**src/rtl/spi_fifo_master_pkg.sv**
```systemverilog
// Shared constants for the serial master: register offsets, event bit
// positions and the shifter state type.
package spi_fifo_master_pkg;
    localparam int EV_W     = 6;
    localparam int EV_TXREQ = 0;
    localparam int EV_RXREQ = 1;
    localparam int EV_DONE  = 2;
    localparam int EV_MULTI = 3;
    localparam int EV_ROVF  = 4;
    localparam int EV_TUNF  = 5;

    localparam logic [4:0] A_CFG  = 5'h00;
    localparam logic [4:0] A_MASK = 5'h04;
    localparam logic [4:0] A_CTRL = 5'h08;
    localparam logic [4:0] A_EVT  = 5'h0C;
    localparam logic [4:0] A_STAT = 5'h10;
    localparam logic [4:0] A_DATA = 5'h14;

    typedef enum logic {SH_IDLE, SH_RUN} sh_state_t;
endpackage

```
**src/rtl/sfm_fifo.sv**
```systemverilog
// Synchronous first-in first-out queue.
// Assumes: a push when full and a pop when empty are dropped; clr wins
// over push and pop; rdata shows the head entry without a pop.
module sfm_fifo #(
    parameter int WIDTH = 8,
    parameter int DEPTH = 8
) (
    input  logic             clk,
    input  logic             rst_n,
    input  logic             clr,
    input  logic             push,
    input  logic [WIDTH-1:0] wdata,
    input  logic             pop,
    output logic [WIDTH-1:0] rdata,
    output logic             full,
    output logic             empty
);
    localparam int PTR_W = (DEPTH > 1) ? $clog2(DEPTH) : 1;
    localparam int CNT_W = $clog2(DEPTH + 1);

    logic [WIDTH-1:0] mem [DEPTH];
    logic [PTR_W-1:0] wr_q, rd_q;
    logic [CNT_W-1:0] cnt_q;
    logic do_push, do_pop;

    assign full    = (cnt_q == CNT_W'(DEPTH));
    assign empty   = (cnt_q == '0);
    assign do_push = push && !full;
    assign do_pop  = pop && !empty;
    assign rdata   = mem[rd_q];

    // Storage write port.
    always_ff @(posedge clk) begin
        if (do_push) mem[wr_q] <= wdata;
    end

    // Pointer and occupancy tracking.
    always_ff @(posedge clk) begin
        if (!rst_n || clr) begin
            wr_q  <= '0;
            rd_q  <= '0;
            cnt_q <= '0;
        end else begin
            if (do_push) wr_q <= (wr_q == PTR_W'(DEPTH-1)) ? '0 : wr_q + 1'b1;
            if (do_pop)  rd_q <= (rd_q == PTR_W'(DEPTH-1)) ? '0 : rd_q + 1'b1;
            if (do_push && !do_pop)      cnt_q <= cnt_q + 1'b1;
            else if (do_pop && !do_push) cnt_q <= cnt_q - 1'b1;
        end
    end
endmodule

```
**src/rtl/sfm_shifter.sv**
```systemverilog
// Bit engine: rate divider, clock edge sequencing, transmit and receive
// shift registers and select control. Each character takes 2*CHAR_BITS
// half-periods. Even edges are leading, odd edges are trailing.
// Assumes: brg, cpol and cpha stay stable while busy. Abort is honoured
// before any other action.
module sfm_shifter
    import spi_fifo_master_pkg::*;
#(
    parameter int CHAR_BITS = 8,
    parameter int BRG_W     = 6
) (
    input  logic                 clk,
    input  logic                 rst_n,
    input  logic                 en,
    input  logic                 cpol,
    input  logic                 cpha,
    input  logic [BRG_W-1:0]     brg,
    input  logic                 start,
    input  logic                 abort,
    input  logic                 tx_empty,
    input  logic [CHAR_BITS:0]   tx_data,
    input  logic                 miso,
    output logic                 tx_pop,
    output logic                 rx_push,
    output logic [CHAR_BITS-1:0] rx_data,
    output logic                 done_pls,
    output logic                 unf_pls,
    output logic                 busy,
    output logic                 sck,
    output logic                 mosi,
    output logic                 cs_n
);
    localparam int EDGES  = 2 * CHAR_BITS;
    localparam int EDGE_W = $clog2(EDGES);

    sh_state_t            state_q;
    logic [BRG_W-1:0]     div_q;
    logic [EDGE_W-1:0]    edge_q;
    logic                 sck_q, out_q, last_q, cs_q;
    logic [CHAR_BITS-1:0] shtx_q, shrx_q, rx_next;
    logic run, tick, lead, samp, drive, char_end, go, want_load, do_load;

    // Edge classification and load decisions.
    always_comb begin
        run       = (state_q == SH_RUN);
        tick      = run && (div_q == brg);
        lead      = ~edge_q[0];
        samp      = tick && (lead ^ cpha);
        drive     = tick && !(lead ^ cpha);
        char_end  = tick && (edge_q == EDGE_W'(EDGES-1));
        go        = start && en && !abort && !run;
        want_load = go || (char_end && !last_q && !abort);
        do_load   = want_load && !tx_empty;
        rx_next   = samp ? {shrx_q[CHAR_BITS-2:0], miso} : shrx_q;
    end

    assign tx_pop   = do_load;
    assign unf_pls  = want_load && tx_empty;
    assign rx_push  = char_end && !abort;
    assign done_pls = char_end && last_q && !abort;
    assign rx_data  = rx_next;
    assign busy     = run;
    assign sck      = sck_q ^ cpol;
    assign mosi     = out_q;
    assign cs_n     = cs_q;

    // Sequencing of divider, edges, shifting and select.
    always_ff @(posedge clk) begin
        if (!rst_n) begin
            state_q <= SH_IDLE;
            div_q   <= '0;
            edge_q  <= '0;
            sck_q   <= 1'b0;
            out_q   <= 1'b0;
            last_q  <= 1'b0;
            cs_q    <= 1'b1;
            shtx_q  <= '0;
            shrx_q  <= '0;
        end else if (run && abort) begin
            state_q <= SH_IDLE;
            div_q   <= '0;
            edge_q  <= '0;
            sck_q   <= 1'b0;
            cs_q    <= 1'b1;
        end else begin
            if (tick) begin
                div_q  <= '0;
                sck_q  <= ~sck_q;
                edge_q <= char_end ? '0 : edge_q + 1'b1;
                shrx_q <= rx_next;
                if (drive) begin
                    out_q  <= shtx_q[CHAR_BITS-1];
                    shtx_q <= shtx_q << 1;
                end
            end else if (run) begin
                div_q <= div_q + 1'b1;
            end
            if (char_end && !do_load) begin
                state_q <= SH_IDLE;
                cs_q    <= 1'b1;
            end
            if (do_load) begin
                state_q <= SH_RUN;
                cs_q    <= 1'b0;
                last_q  <= tx_data[CHAR_BITS];
                if (!cpha) begin
                    out_q  <= tx_data[CHAR_BITS-1];
                    shtx_q <= tx_data[CHAR_BITS-1:0] << 1;
                end else begin
                    shtx_q <= tx_data[CHAR_BITS-1:0];
                end
            end
        end
    end
endmodule

```
**src/rtl/spi_fifo_master.sv**
```systemverilog
// Register front end of the serial master: configuration, mask, command,
// event and status registers, the two character queues and the bit engine.
// Assumes: reg_rdata is sampled in the cycle reg_rd is high. A data read
// pops in that cycle. ss_in_n is asynchronous and is synchronised here.
module spi_fifo_master
    import spi_fifo_master_pkg::*;
#(
    parameter int DEPTH     = 8,
    parameter int CHAR_BITS = 8,
    parameter int BRG_W     = 6
) (
    input  logic        clk,
    input  logic        rst_n,
    input  logic        reg_wr,
    input  logic        reg_rd,
    input  logic [4:0]  reg_addr,
    input  logic [31:0] reg_wdata,
    output logic [31:0] reg_rdata,
    output logic        irq,
    output logic        sclk_o,
    output logic        mosi_o,
    input  logic        miso_i,
    output logic        cs_n_o,
    output logic        pins_oe,
    input  logic        ss_in_n
);
    localparam int LEN_W = $clog2(CHAR_BITS);
    localparam int STK_W = EV_W - 2;

    logic              cfg_en, cfg_cpol, cfg_cpha;
    logic [BRG_W-1:0]  cfg_brg;
    logic [EV_W-1:0]   mask_q, ev_view;
    logic [STK_W-1:0]  stk_q, w1c;
    logic              ss_meta, ss_sync, mm_hit, abort;
    logic              wr_cfg, wr_mask, wr_ctrl, wr_evt, wr_data, rd_data;
    logic              tx_full, tx_empty, tx_pop, rx_full, rx_empty, rx_push;
    logic [CHAR_BITS:0]   tx_head;
    logic [CHAR_BITS-1:0] rx_head, rx_char;
    logic              done_pls, unf_pls, busy, unused_wdata;

    assign unused_wdata = ^reg_wdata;
    assign wr_cfg  = reg_wr && (reg_addr == A_CFG);
    assign wr_mask = reg_wr && (reg_addr == A_MASK);
    assign wr_ctrl = reg_wr && (reg_addr == A_CTRL);
    assign wr_evt  = reg_wr && (reg_addr == A_EVT);
    assign wr_data = reg_wr && (reg_addr == A_DATA);
    assign rd_data = reg_rd && (reg_addr == A_DATA);
    assign w1c     = wr_evt ? reg_wdata[EV_W-1:2] : '0;
    assign mm_hit  = cfg_en && !ss_sync;
    assign abort   = mm_hit || stk_q[EV_MULTI-2] || !cfg_en;
    assign ev_view = {stk_q, !rx_empty, !tx_full};
    assign irq     = |(ev_view & ~mask_q);
    assign pins_oe = cfg_en && !stk_q[EV_MULTI-2];

    // Configuration and mask registers.
    always_ff @(posedge clk) begin
        if (!rst_n) begin
            cfg_en   <= 1'b0;
            cfg_cpol <= 1'b0;
            cfg_cpha <= 1'b0;
            cfg_brg  <= '0;
            mask_q   <= '1;
        end else begin
            if (wr_cfg) begin
                cfg_en   <= reg_wdata[0];
                cfg_cpol <= reg_wdata[1];
                cfg_cpha <= reg_wdata[2];
                cfg_brg  <= reg_wdata[3 +: BRG_W];
            end
            if (wr_mask) mask_q <= reg_wdata[EV_W-1:0];
        end
    end

    // Two-flop synchroniser for the shared select input.
    always_ff @(posedge clk) begin
        if (!rst_n) begin
            ss_meta <= 1'b1;
            ss_sync <= 1'b1;
        end else begin
            ss_meta <= ss_in_n;
            ss_sync <= ss_meta;
        end
    end

    // Sticky events: set by hardware, cleared by writing one.
    always_ff @(posedge clk) begin
        if (!rst_n) stk_q <= '0;
        else stk_q <= (stk_q & ~w1c)
                    | {unf_pls, rx_push && rx_full, mm_hit, done_pls};
    end

    // Register read multiplexer.
    always_comb begin
        reg_rdata = '0;
        case (reg_addr)
            A_CFG: begin
                reg_rdata[0]                = cfg_en;
                reg_rdata[1]                = cfg_cpol;
                reg_rdata[2]                = cfg_cpha;
                reg_rdata[3 +: BRG_W]       = cfg_brg;
                reg_rdata[3+BRG_W +: LEN_W] = LEN_W'(CHAR_BITS-1);
            end
            A_MASK: reg_rdata[EV_W-1:0] = mask_q;
            A_EVT:  reg_rdata[EV_W-1:0] = ev_view;
            A_STAT: reg_rdata[4:0] = {busy, irq, cfg_en, rx_empty, tx_full};
            A_DATA: reg_rdata[CHAR_BITS-1:0] = rx_head;
            default: reg_rdata = '0;
        endcase
    end

    sfm_fifo #(.WIDTH(CHAR_BITS+1), .DEPTH(DEPTH)) tx_q_i (
        .clk(clk), .rst_n(rst_n), .clr(wr_ctrl && reg_wdata[1]),
        .push(wr_data), .wdata(reg_wdata[CHAR_BITS:0]), .pop(tx_pop),
        .rdata(tx_head), .full(tx_full), .empty(tx_empty));

    sfm_fifo #(.WIDTH(CHAR_BITS), .DEPTH(DEPTH)) rx_q_i (
        .clk(clk), .rst_n(rst_n), .clr(wr_ctrl && reg_wdata[0]),
        .push(rx_push), .wdata(rx_char), .pop(rd_data),
        .rdata(rx_head), .full(rx_full), .empty(rx_empty));

    sfm_shifter #(.CHAR_BITS(CHAR_BITS), .BRG_W(BRG_W)) shift_i (
        .clk(clk), .rst_n(rst_n), .en(cfg_en), .cpol(cfg_cpol),
        .cpha(cfg_cpha), .brg(cfg_brg), .start(wr_ctrl && reg_wdata[2]),
        .abort(abort), .tx_empty(tx_empty), .tx_data(tx_head),
        .miso(miso_i), .tx_pop(tx_pop), .rx_push(rx_push),
        .rx_data(rx_char), .done_pls(done_pls), .unf_pls(unf_pls),
        .busy(busy), .sck(sclk_o), .mosi(mosi_o), .cs_n(cs_n_o));
endmodule

```
**config.mk**
```make
export PLATFORM = sky130hd
export DESIGN_NAME = spi_fifo_master
export DESIGN_NICKNAME = d
export VERILOG_FILES = /design/src/rtl/spi_fifo_master_pkg.sv /design/src/rtl/sfm_fifo.sv /design/src/rtl/sfm_shifter.sv /design/src/rtl/spi_fifo_master.sv
export SDC_FILE = /design/constraint.sdc
export NUM_CORES = 1
export LEC_CHECK = 0
export ABC_AREA = 1
export CAP_MARGIN = 15
export CORE_AREA = 3 3 164 166
export CTS_CLUSTER_SIZE = 10
export DETAILED_ROUTE_END_ITERATION = 10
export DIE_AREA = 0 0 167 169
export PLACE_DENSITY = 0.56
export SLEW_MARGIN = 10
export SYNTH_ARGS = -nofsm -noshare
export SYNTH_HDL_FRONTEND = slang
export SYNTH_HIERARCHICAL = 1
export SYNTH_SLANG_ARGS = --single-unit
```
**constraint.sdc**
```tcl
create_clock -name clk -period 7.7 [get_ports clk]
set_input_delay 1.54 -clock clk [delete_from_list [all_inputs] [get_ports clk]]
set_output_delay 1.54 -clock clk [all_outputs]
set_load 0.1 [all_outputs]
```
-- After elaboration in Yosys (flattened, before gate mapping)
Memory sizes are Yosys's and may differ from the RTL's. A register that Yosys moved wholly into a read port is not among the register bits.
Index checks and enable logic that the tools add are counted.
- bits in read-only memories: 0
- input port bits: 43
- output and inout bits: 37
- memories kept: 2
- flip-flop bits (word level): 72
- latch bits: 0
- word-level logic and storage cells: 166
- RAM bits: 136
- magnitude comparators: 0
- shift-type cells: 0
- multiply operators: 0
- bitwise logic cells: 11
- $add $sub $neg: 10
- equality and inequality tests: 13
- reduce and logical (&&, ||, !) cells: 72
- divide/modulo/power cells: 0
- muxes and demuxes: 35
- memory list (name ; depth ; width ; read ports ; clocked after memory_dff ; write ports ; RTL line ; source):
    tx_q_i.mem ; 8 ; 9 ; 1 ; 1 ; 1 ; sfm_fifo.sv:21 ; logic [WIDTH-1:0] mem [DEPTH];
    rx_q_i.mem ; 8 ; 8 ; 1 ; 1 ; 1 ; sfm_fifo.sv:21 ;
- operator list (operator ; number):
    $mux W8 ; 5
    $logic_and A1 B1 Y1 ; 36
    $mux W4 ; 7
    $pmux W5 S5 ; 1
    $mux W3 ; 8
    $logic_not A1 Y1 ; 17
    $add A3 B1 Y3 const B ; 4
    $add A4 B1 Y4 const B ; 3
    $eq A3 B3 Y1 const B ; 4
    $eq A4 B4 Y1 const B ; 3
    $mux W1 ; 12
    $eq A5 B4 Y1 const B ; 2
    $eq A5 B5 Y1 const B ; 2
    $reduce_bool A2 Y1 ; 5
    $logic_not A4 Y1 ; 2
    $sub A4 B1 Y4 const B ; 2
    $add A6 B1 Y6 const B ; 1
    $and A6 B6 Y6 ; 1
    $eq A6 B6 Y1 ; 1
    $not A6 Y6 ; 1
    $reduce_or A6 Y1 ; 1
    $eq A5 B3 Y1 const B ; 1
    $logic_not A5 Y1 ; 1
    $logic_or A1 B1 Y1 ; 5
    11 further kinds ; 16

-- Depth between registers and ports, before layout
Gate-level depths: netlist of the first run.
- depth after elaboration: 13
- depth in mapped cells: 22
- depth with buffers taken out: 21

-- By module
The synthesis of the first run kept the hierarchy.
- by module, submodules not included (module ; area an instance (sq um) ; times used ; cells an instance ; sequential area each (sq um)):
    sfm_fifo at tx_q_i ; 3621.0 ; 1 ; 338 ; 2422.3
    sfm_fifo at rx_q_i ; 3320.7 ; 1 ; 314 ; 2182.1
    sfm_shifter ; 1761.7 ; 1 ; 268 ; 620.6
    spi_fifo_master ; 1442.6 ; 1 ; 238 ; 420.4

-- Least setup slack after synthesis of the first run
No wires, ideal clock.
- path type: input to output
- start point: input port reg_addr[1]
- end point: output port reg_rdata[6]
- data required time: 6160 ps
- arrival time: 3821 ps
- slack: 2339 ps
- stages on the path: 5
- buffers on the path: 0
- cells stage by stage: nor2_2 nand2_2 nor2_8 inv_2 o22ai_1
- cells in the longest elaborated chain, start to end: 2
- RTL lines (element ; RTL line ; source):
    from (decl) ; spi_fifo_master.sv:16 ; input logic [4:0] reg_addr,
    $eq A5 B5 Y1 / $logic_not A5 Y1 (equally long branches) ; spi_fifo_master.sv:95 ; case (reg_addr)
    $pmux W2 S2 * ; spi_fifo_master.sv:95 ;
    to (decl) ; spi_fifo_master.sv:18 ; output logic [31:0] reg_rdata,
Mark *: on every way between the ends. The rest lies on a longest branch, timed or not.

-- Worst setup path after layout of the first run
- start point: input port reg_addr[1]
- end point: output port reg_rdata[2]
- cells in the longest elaborated chain, start to end: 2
- RTL lines (element ; RTL line):
    $eq A5 B5 Y1, or another cell as far along ; spi_fifo_master.sv:95
    $pmux W5 S5 * ; spi_fifo_master.sv:95
Marks and branches as above.

==> results of run 1 <==
worst reg2reg max path: cells and delay by family (launching register included):
kind                     cells  cell delay (ns)
AO/OA/AOI/OAI                1             0.14
flip-flops                   1             0.54
adder cells (fa/ha/maj)      2             0.50
buffers and inverters        4             0.44
AND/OR/NAND/NOR             10             1.57
registers in the layout, summed over array words and instances, names as in the netlist, 3 cells and up, named ones only:
name and cells:
shift_i/edge_q 4, rx_q_i/wr_q 3, tx_q_i/wr_q 3, tx_q_i/cnt_q 4, tx_q_i/mem 72, rx_q_i/cnt_q 4, shift_i/div_q 6, stk_q 4
cfg_brg 6, rx_q_i/rd_q 3, mask_q 6, rx_q_i/mem 64, tx_q_i/rd_q 3, shift_i/shrx_q 8, shift_i/shtx_q 8
cell type report:
cell class	count	area, sq um
clock buffer	45	732
clock inverter	3	30.0
fill	2524	14400
inverter	123	474
multi-input combinational	785	3620
sequential	214	5650
tap	335	419
timing repair buffer	41	398
logic make-up (layout without fill, tap and decap cells):
family	after synthesis	after routing	synth area share
and+or+nand+nor	589	589	0.240
DFF	214	214	0.556
buffers and inverters	178	212	0.0940
AOI/OAI and AO/OA	148	148	0.0770
adders and majority gates	18	18	0.0237
xor gates and xnor gates	10	10	0.00863
other	1	20	0.000370
cell usage in the layout, fill, tap and decap left out, drive strengths merged:
cell           netlist  layout
or2                  8       8
edfxtp             136     136
ha                  16      16
nor3                 6       6
nand4               16      16
clkbuf               4      45
nand2              266     266
inv                121     122
a31oi                1       1
clkdlybuf4s50        0      36
clkinv               2       4
xor2                 7       7
conb                 1      20
fa                   2       2
o22ai                4       4
xnor2                3       3
nor2               258     258
buf                 51       5
dfxtp               78      78
a21oi               32      32
nand3               34      34
nor3b                1       1
o21ai              111     111
routing by layer:
metal,GRT usage,vias up,routed length (um)
li1,-,3770,-
met1,0.233,3334,11000
met2,0.238,146,9640
met3,0.0283,23,1290
met4,0.0391,0,320
met5,0,-,0
through the flow:
stage / hold WS [ns] / total power, mW / area, sq um / util / instances
floorplan: 0.393 / 1.33 / 10200 / - / 1177
global placement: 0.395 / 1.35 / 10600 / 0.410 / 1498
detailed placement: 0.403 / 1.35 / 10600 / 0.410 / 1498
CTS: 0.416 / 2.44 / 11300 / 0.439 / 1546
global route: 0.451 / 2.50 / 11300 / 0.439 / 1546
finish: 0.413 / 2.41 / 11300 / 0.439 / 1546
worst min path at each step:
stage,start,to,slack (ns),cells after the start
global placement,ss_meta,ss_sync,0.40,1
detailed placement,ss_meta,ss_sync,0.40,1
floorplan,ss_meta,ss_sync,0.39,1
finish,ss_meta,ss_sync,0.41,1
CTS,ss_meta,ss_sync,0.42,1
global route,ss_meta,ss_sync,0.45,1
power by group:
| part | total [mW] | switching [mW] | internal (mW) |
|---|---|---|---|
| registers | 1.22 | 0.00227 | 1.22 |
| logic | 0.108 | 0.0890 | 0.0193 |
| clock network | 1.09 | 0.446 | 0.642 |
==> impl_metrics.ini, run 1 <==
[worst_setup_path]
cp_data_arrival_time_ns = 4.49
critPathLaunch = reg_addr[1]
worst_ep_required_time_ns = 6.16
cp_top_family = buffers and inverters
endpoint = reg_rdata[2]
cp_slowest_cell = clkdlybuf4s50_1
path_max_fanout = 15
timing.rr.start = shift_i/busy
cp-end-kind = output pin
reg2reg_slack_ns = 4.43
reg2reg_to = tx_q_i/cnt_q[3]
path_depth = 7
critPathKind = in -> out
crit_buf_inv = 2
critPathLaunchType = input port
critical_path.max_stage_delay_ns = 1.16
worstPathCellList = clkdlybuf4s50_1 -> nor2_2 -> nand3_1 -> nor2_1 -> nor2_1 -> nand2_1 -> clkdlybuf4s50_1
reg2regPathDepth = 17

[clock_tree]
hold_buffers = 0
post_cts_resized = 0
postCtsSetupBuffers = 0
cts.sinks = 214
clk_path_buf_depth = 3
clk_latency_ns = 0.53
htree_levels = 1
cts_tree = yes
cts-root-buf = clkbuf_16
clk_pin_slew_ns = 0.05
cts_buffers = 26

[synthesis]
synthDistinctLibCells = 40
synth_enable_flop_cells = 136
ys_ff_latch = 214
async_reset_ff_frac = 0
synth_area_leaders = edfxtp_1, dfxtp_1, nand2_1, nor2_1, inv_1
synth_area_per_cell_sq_um = 8.76
ys_warn_count = 6
seq_area_frac_synth = 0.556
yosysMostFrequentCell = nand2_1
ys_dominant_reg_cell = edfxtp_1
yosys.area.top_type_share = 0.403
synth_area_leader_cell = edfxtp_1
yosys-top-cells-count = nand2_1, nor2_1, edfxtp_1
syn-cell-area_sq_mm = 0.0101
syn_inst = 1158

[route]
viasPerCell = 4.70
vias = 7273
drt_wl_total_um = 22300
drc = 0
drtIter0Drc = 451
ant_nets = 0
dr.pass1.iters = 5
wl_per_cell_um = 14.4

[power]
leakagePower_nw = 4.60
power_density_mw_per_mm2 = 213
ir_drop_mv = 0.141

[floorplan]
fp.dieH_um = 169
start_util = 0.394
core_area_sq_mm = 0.0258
io_pins = 80
rows = 59
die_x_um = 167
die_area_sq_mm = 0.0282

[sta]
setup_ws_ns = 1.67
min_period_over_period = 0.784
maxSlewHeadroom = 0.273
slew_viol_final = 0
clock.fmax_mhz = 166
finalSetupViolCount = 0
grt_setup_unrepaired = no
tns_ns = 0
worst_slew_pin_slew_ns = 1.09
finClkSkew_ns = 0.0238
hold_viol = 0
min_period_ns = 6.03

[final_layout]
nNetsFinal = 1252
num_antenna_cells = 0
area_growth_pct = 11.5
drive_gt1_frac = 0.0718

[global_route]
antenna_found_initial = 0
grt_pass1_wl_um = 36200
grt.total_usage = 0.157
gr-total-overflow = 0
grt_pass1_vias = 6801
grt_max_degree = 38

[job]
drv_cap = 0

[outcome]
outcome = finished, final reports clean

[placed_design]
place.gp.congestion = 0.804
numPortBuffers = 36
dp_slack_ns = 1.66
hpwl_um = 15200

[hold_path]
hp-class = reg -> reg
No activity file was read; power rests on OpenSTA's default activity.
==> run 2: changes to the inputs <==
--- a/config.mk
+++ b/config.mk
@@ -11,7 +11,7 @@
 export CTS_CLUSTER_SIZE = 10
 export DETAILED_ROUTE_END_ITERATION = 10
 export DIE_AREA = 0 0 167 169
-export PLACE_DENSITY = 0.56
+export PLACE_DENSITY = 0.58
 export SLEW_MARGIN = 10
 export SYNTH_ARGS = -nofsm -noshare
 export SYNTH_HDL_FRONTEND = slang
==> constraint.sdc (replaced) <==
create_clock -name clk -period 5.55 [get_ports clk]
set_input_delay 1.11 -clock clk [delete_from_list [all_inputs] [get_ports clk]]
set_output_delay 1.11 -clock clk [all_outputs]
set_load 0.1 [all_outputs]
==> run 2 against run 1 <==
Effect of this change: total power rose by 39%; wire length fell by 0.89%; sequential power rose by 39%; count of clock-buffer cells in the layout fell by 1; cell count did not move; via count rose by 1.3%; utilization fell by 0.12 points; non-clock buffer count did not move; critical path depth rose by 1; final area fell by 0.27%; flip-flop and latch count did not move; global-route usage fell by 0.072 points; largest power group unchanged.
==> impl_metrics.ini, run 2 (synthesized netlist as in run 1, its figures left out) <==
[final_layout]
num_antenna_cells = 0
top_regs = tx_q_i/mem: 72 flops, rx_q_i/mem: 64 flops
drive_gt1_frac = 0.0818
area_growth_pct = 11.2
final_common_cell = nand2_1
stdcell_count = 1546
nNetsFinal = 1252
largest_reg_flops = 72
regMostFlops = tx_q_i/mem
final_cell_mix = nand2_1, nor2_1, edfxtp_1

[sta]
finClkSkew_ns = 0.0125
clock.fmax_mhz = 238
grt_setup_unrepaired = no
min_period_ns = 4.20
finalSetupViolCount = 0
maxSlewHeadroom = 0.274
hold_viol = 0
min_period_over_period = 0.757
tns_ns = 0
worst_slew_pin_slew_ns = 1.09
slew_viol_final = 0

[clock_tree]
cts_tree = yes
cts-root-buf = clkbuf_16
clk_pin_slew_ns = 0.06
clk_latency_ns = 0.52
hold_buffers = 0
cts.sinks = 214
post_cts_resized = 0
htree_levels = 1
clk_path_buf_depth = 3
postCtsSetupBuffers = 0
cts_buffers = 26

[global_route]
grt.total_usage = 0.156
grt_max_degree = 37
grt_pass1_wl_um = 36200
grt_pass1_vias = 6832
antenna_found_initial = 0
gr-total-overflow = 0

[placed_design]
numPortBuffers = 36
hpwl_um = 15100
placedCellCount = 1498
place.gp.congestion = 0.802

[worst_setup_path]
path_max_fanout = 10
worst_ep_required_time_ns = 4.44
cp-end-kind = output pin
cp_data_arrival_time_ns = 3.09
critPathLaunchType = input port
critPathKind = in -> out

[power]
ir_drop_mv = 0.185
power_density_mw_per_mm2 = 297
leakagePower_nw = 4.62

[floorplan]
rows = 59
die_x_um = 167
start_util = 0.394
fp.dieH_um = 169
core_area_sq_mm = 0.0258
io_pins = 80
die_area_sq_mm = 0.0282

[route]
drtIter0Drc = 502
vias = 7370
ant_nets = 0
viasPerCell = 4.77
dr.pass1.iters = 5
drt_wl_total_um = 22100
wl_per_cell_um = 14.3
drc = 0

[job]
drv_cap = 0

[hold_path]
hp-class = reg -> reg

[outcome]
outcome = finished, final reports clean
[run 2: cell types whose count changed in the layout (fill, tap and decap cells not counted), sizes merged]
cell,previous run,this run
clkinv,4,5
clkbuf,45,44
buf,5,17
clkdlybuf4s50,36,24
[run 2: path summary, 6_finish.rpt]
kind | endpoint | slack (ns) | cells after the start | from
min | ss_sync | 0.43 | 1 | ss_meta
max | reg_rdata[2] | 1.35 | 8 | reg_addr[2]
min reg2reg | ss_sync | 0.43 | 1 | ss_meta
max reg2reg | tx_q_i/cnt_q[3] | 2.34 | 17 | shift_i/busy
[run 2: final cells by class]
| class | instances | area [sq um] |
|---|---|---|
| inverters | 123 | 474 |
| clock inverters | 4 | 33.8 |
| clock buffers | 44 | 728 |
| well taps | 335 | 419 |
| flip-flops and latches | 214 | 5650 |
| multi-input cells | 785 | 3620 |
| fillers | 2480 | 14500 |
| repair buffers | 41 | 368 |
[run 2: routing by layer]
| metal | vias up | GRT usage | part of all wire |
|---|---|---|---|
| met5 | - | 0 | 0 |
| met4 | 0 | 0.0305 | 0.014 |
| met3 | 27 | 0.0266 | 0.059 |
| met2 | 173 | 0.241 | 0.44 |
| met1 | 3400 | 0.234 | 0.49 |
| li1 | 3770 | - | - |
[run 2: power breakdown]
part | switching [mW] | internal [mW] | total (mW)
clock network | 0.619 | 0.890 | 1.51
registers | 0.00293 | 1.69 | 1.69
logic | 0.124 | 0.0266 | 0.151
total | 0.747 | 2.60 | 3.35
[run 2: stage by stage]
step	hold slack, ns	util	instance area (sq um)	worst slack, ns	total power, mW
3_3_place_gp	0.418	0.409	10500	1.08	1.87
3_5_place_dp	0.417	0.409	10500	1.07	1.87
6_report	0.432	0.438	11300	1.35	3.35
5_1_grt	0.469	0.438	11300	1.21	3.48
4_1_cts	0.441	0.438	11300	1.32	3.40
2_1_floorplan	0.393	-	10200	1.05	1.84
[run 2: worst max-delay path, stage by stage]
cell and delay (ns):
clkdlybuf4s50_1 0.57, inv_2 0.08, nor2_4 0.22, nand3_1 0.37
nor2_1 0.24, nor2_1 0.07, nand2_1 0.12, buf_4 0.31
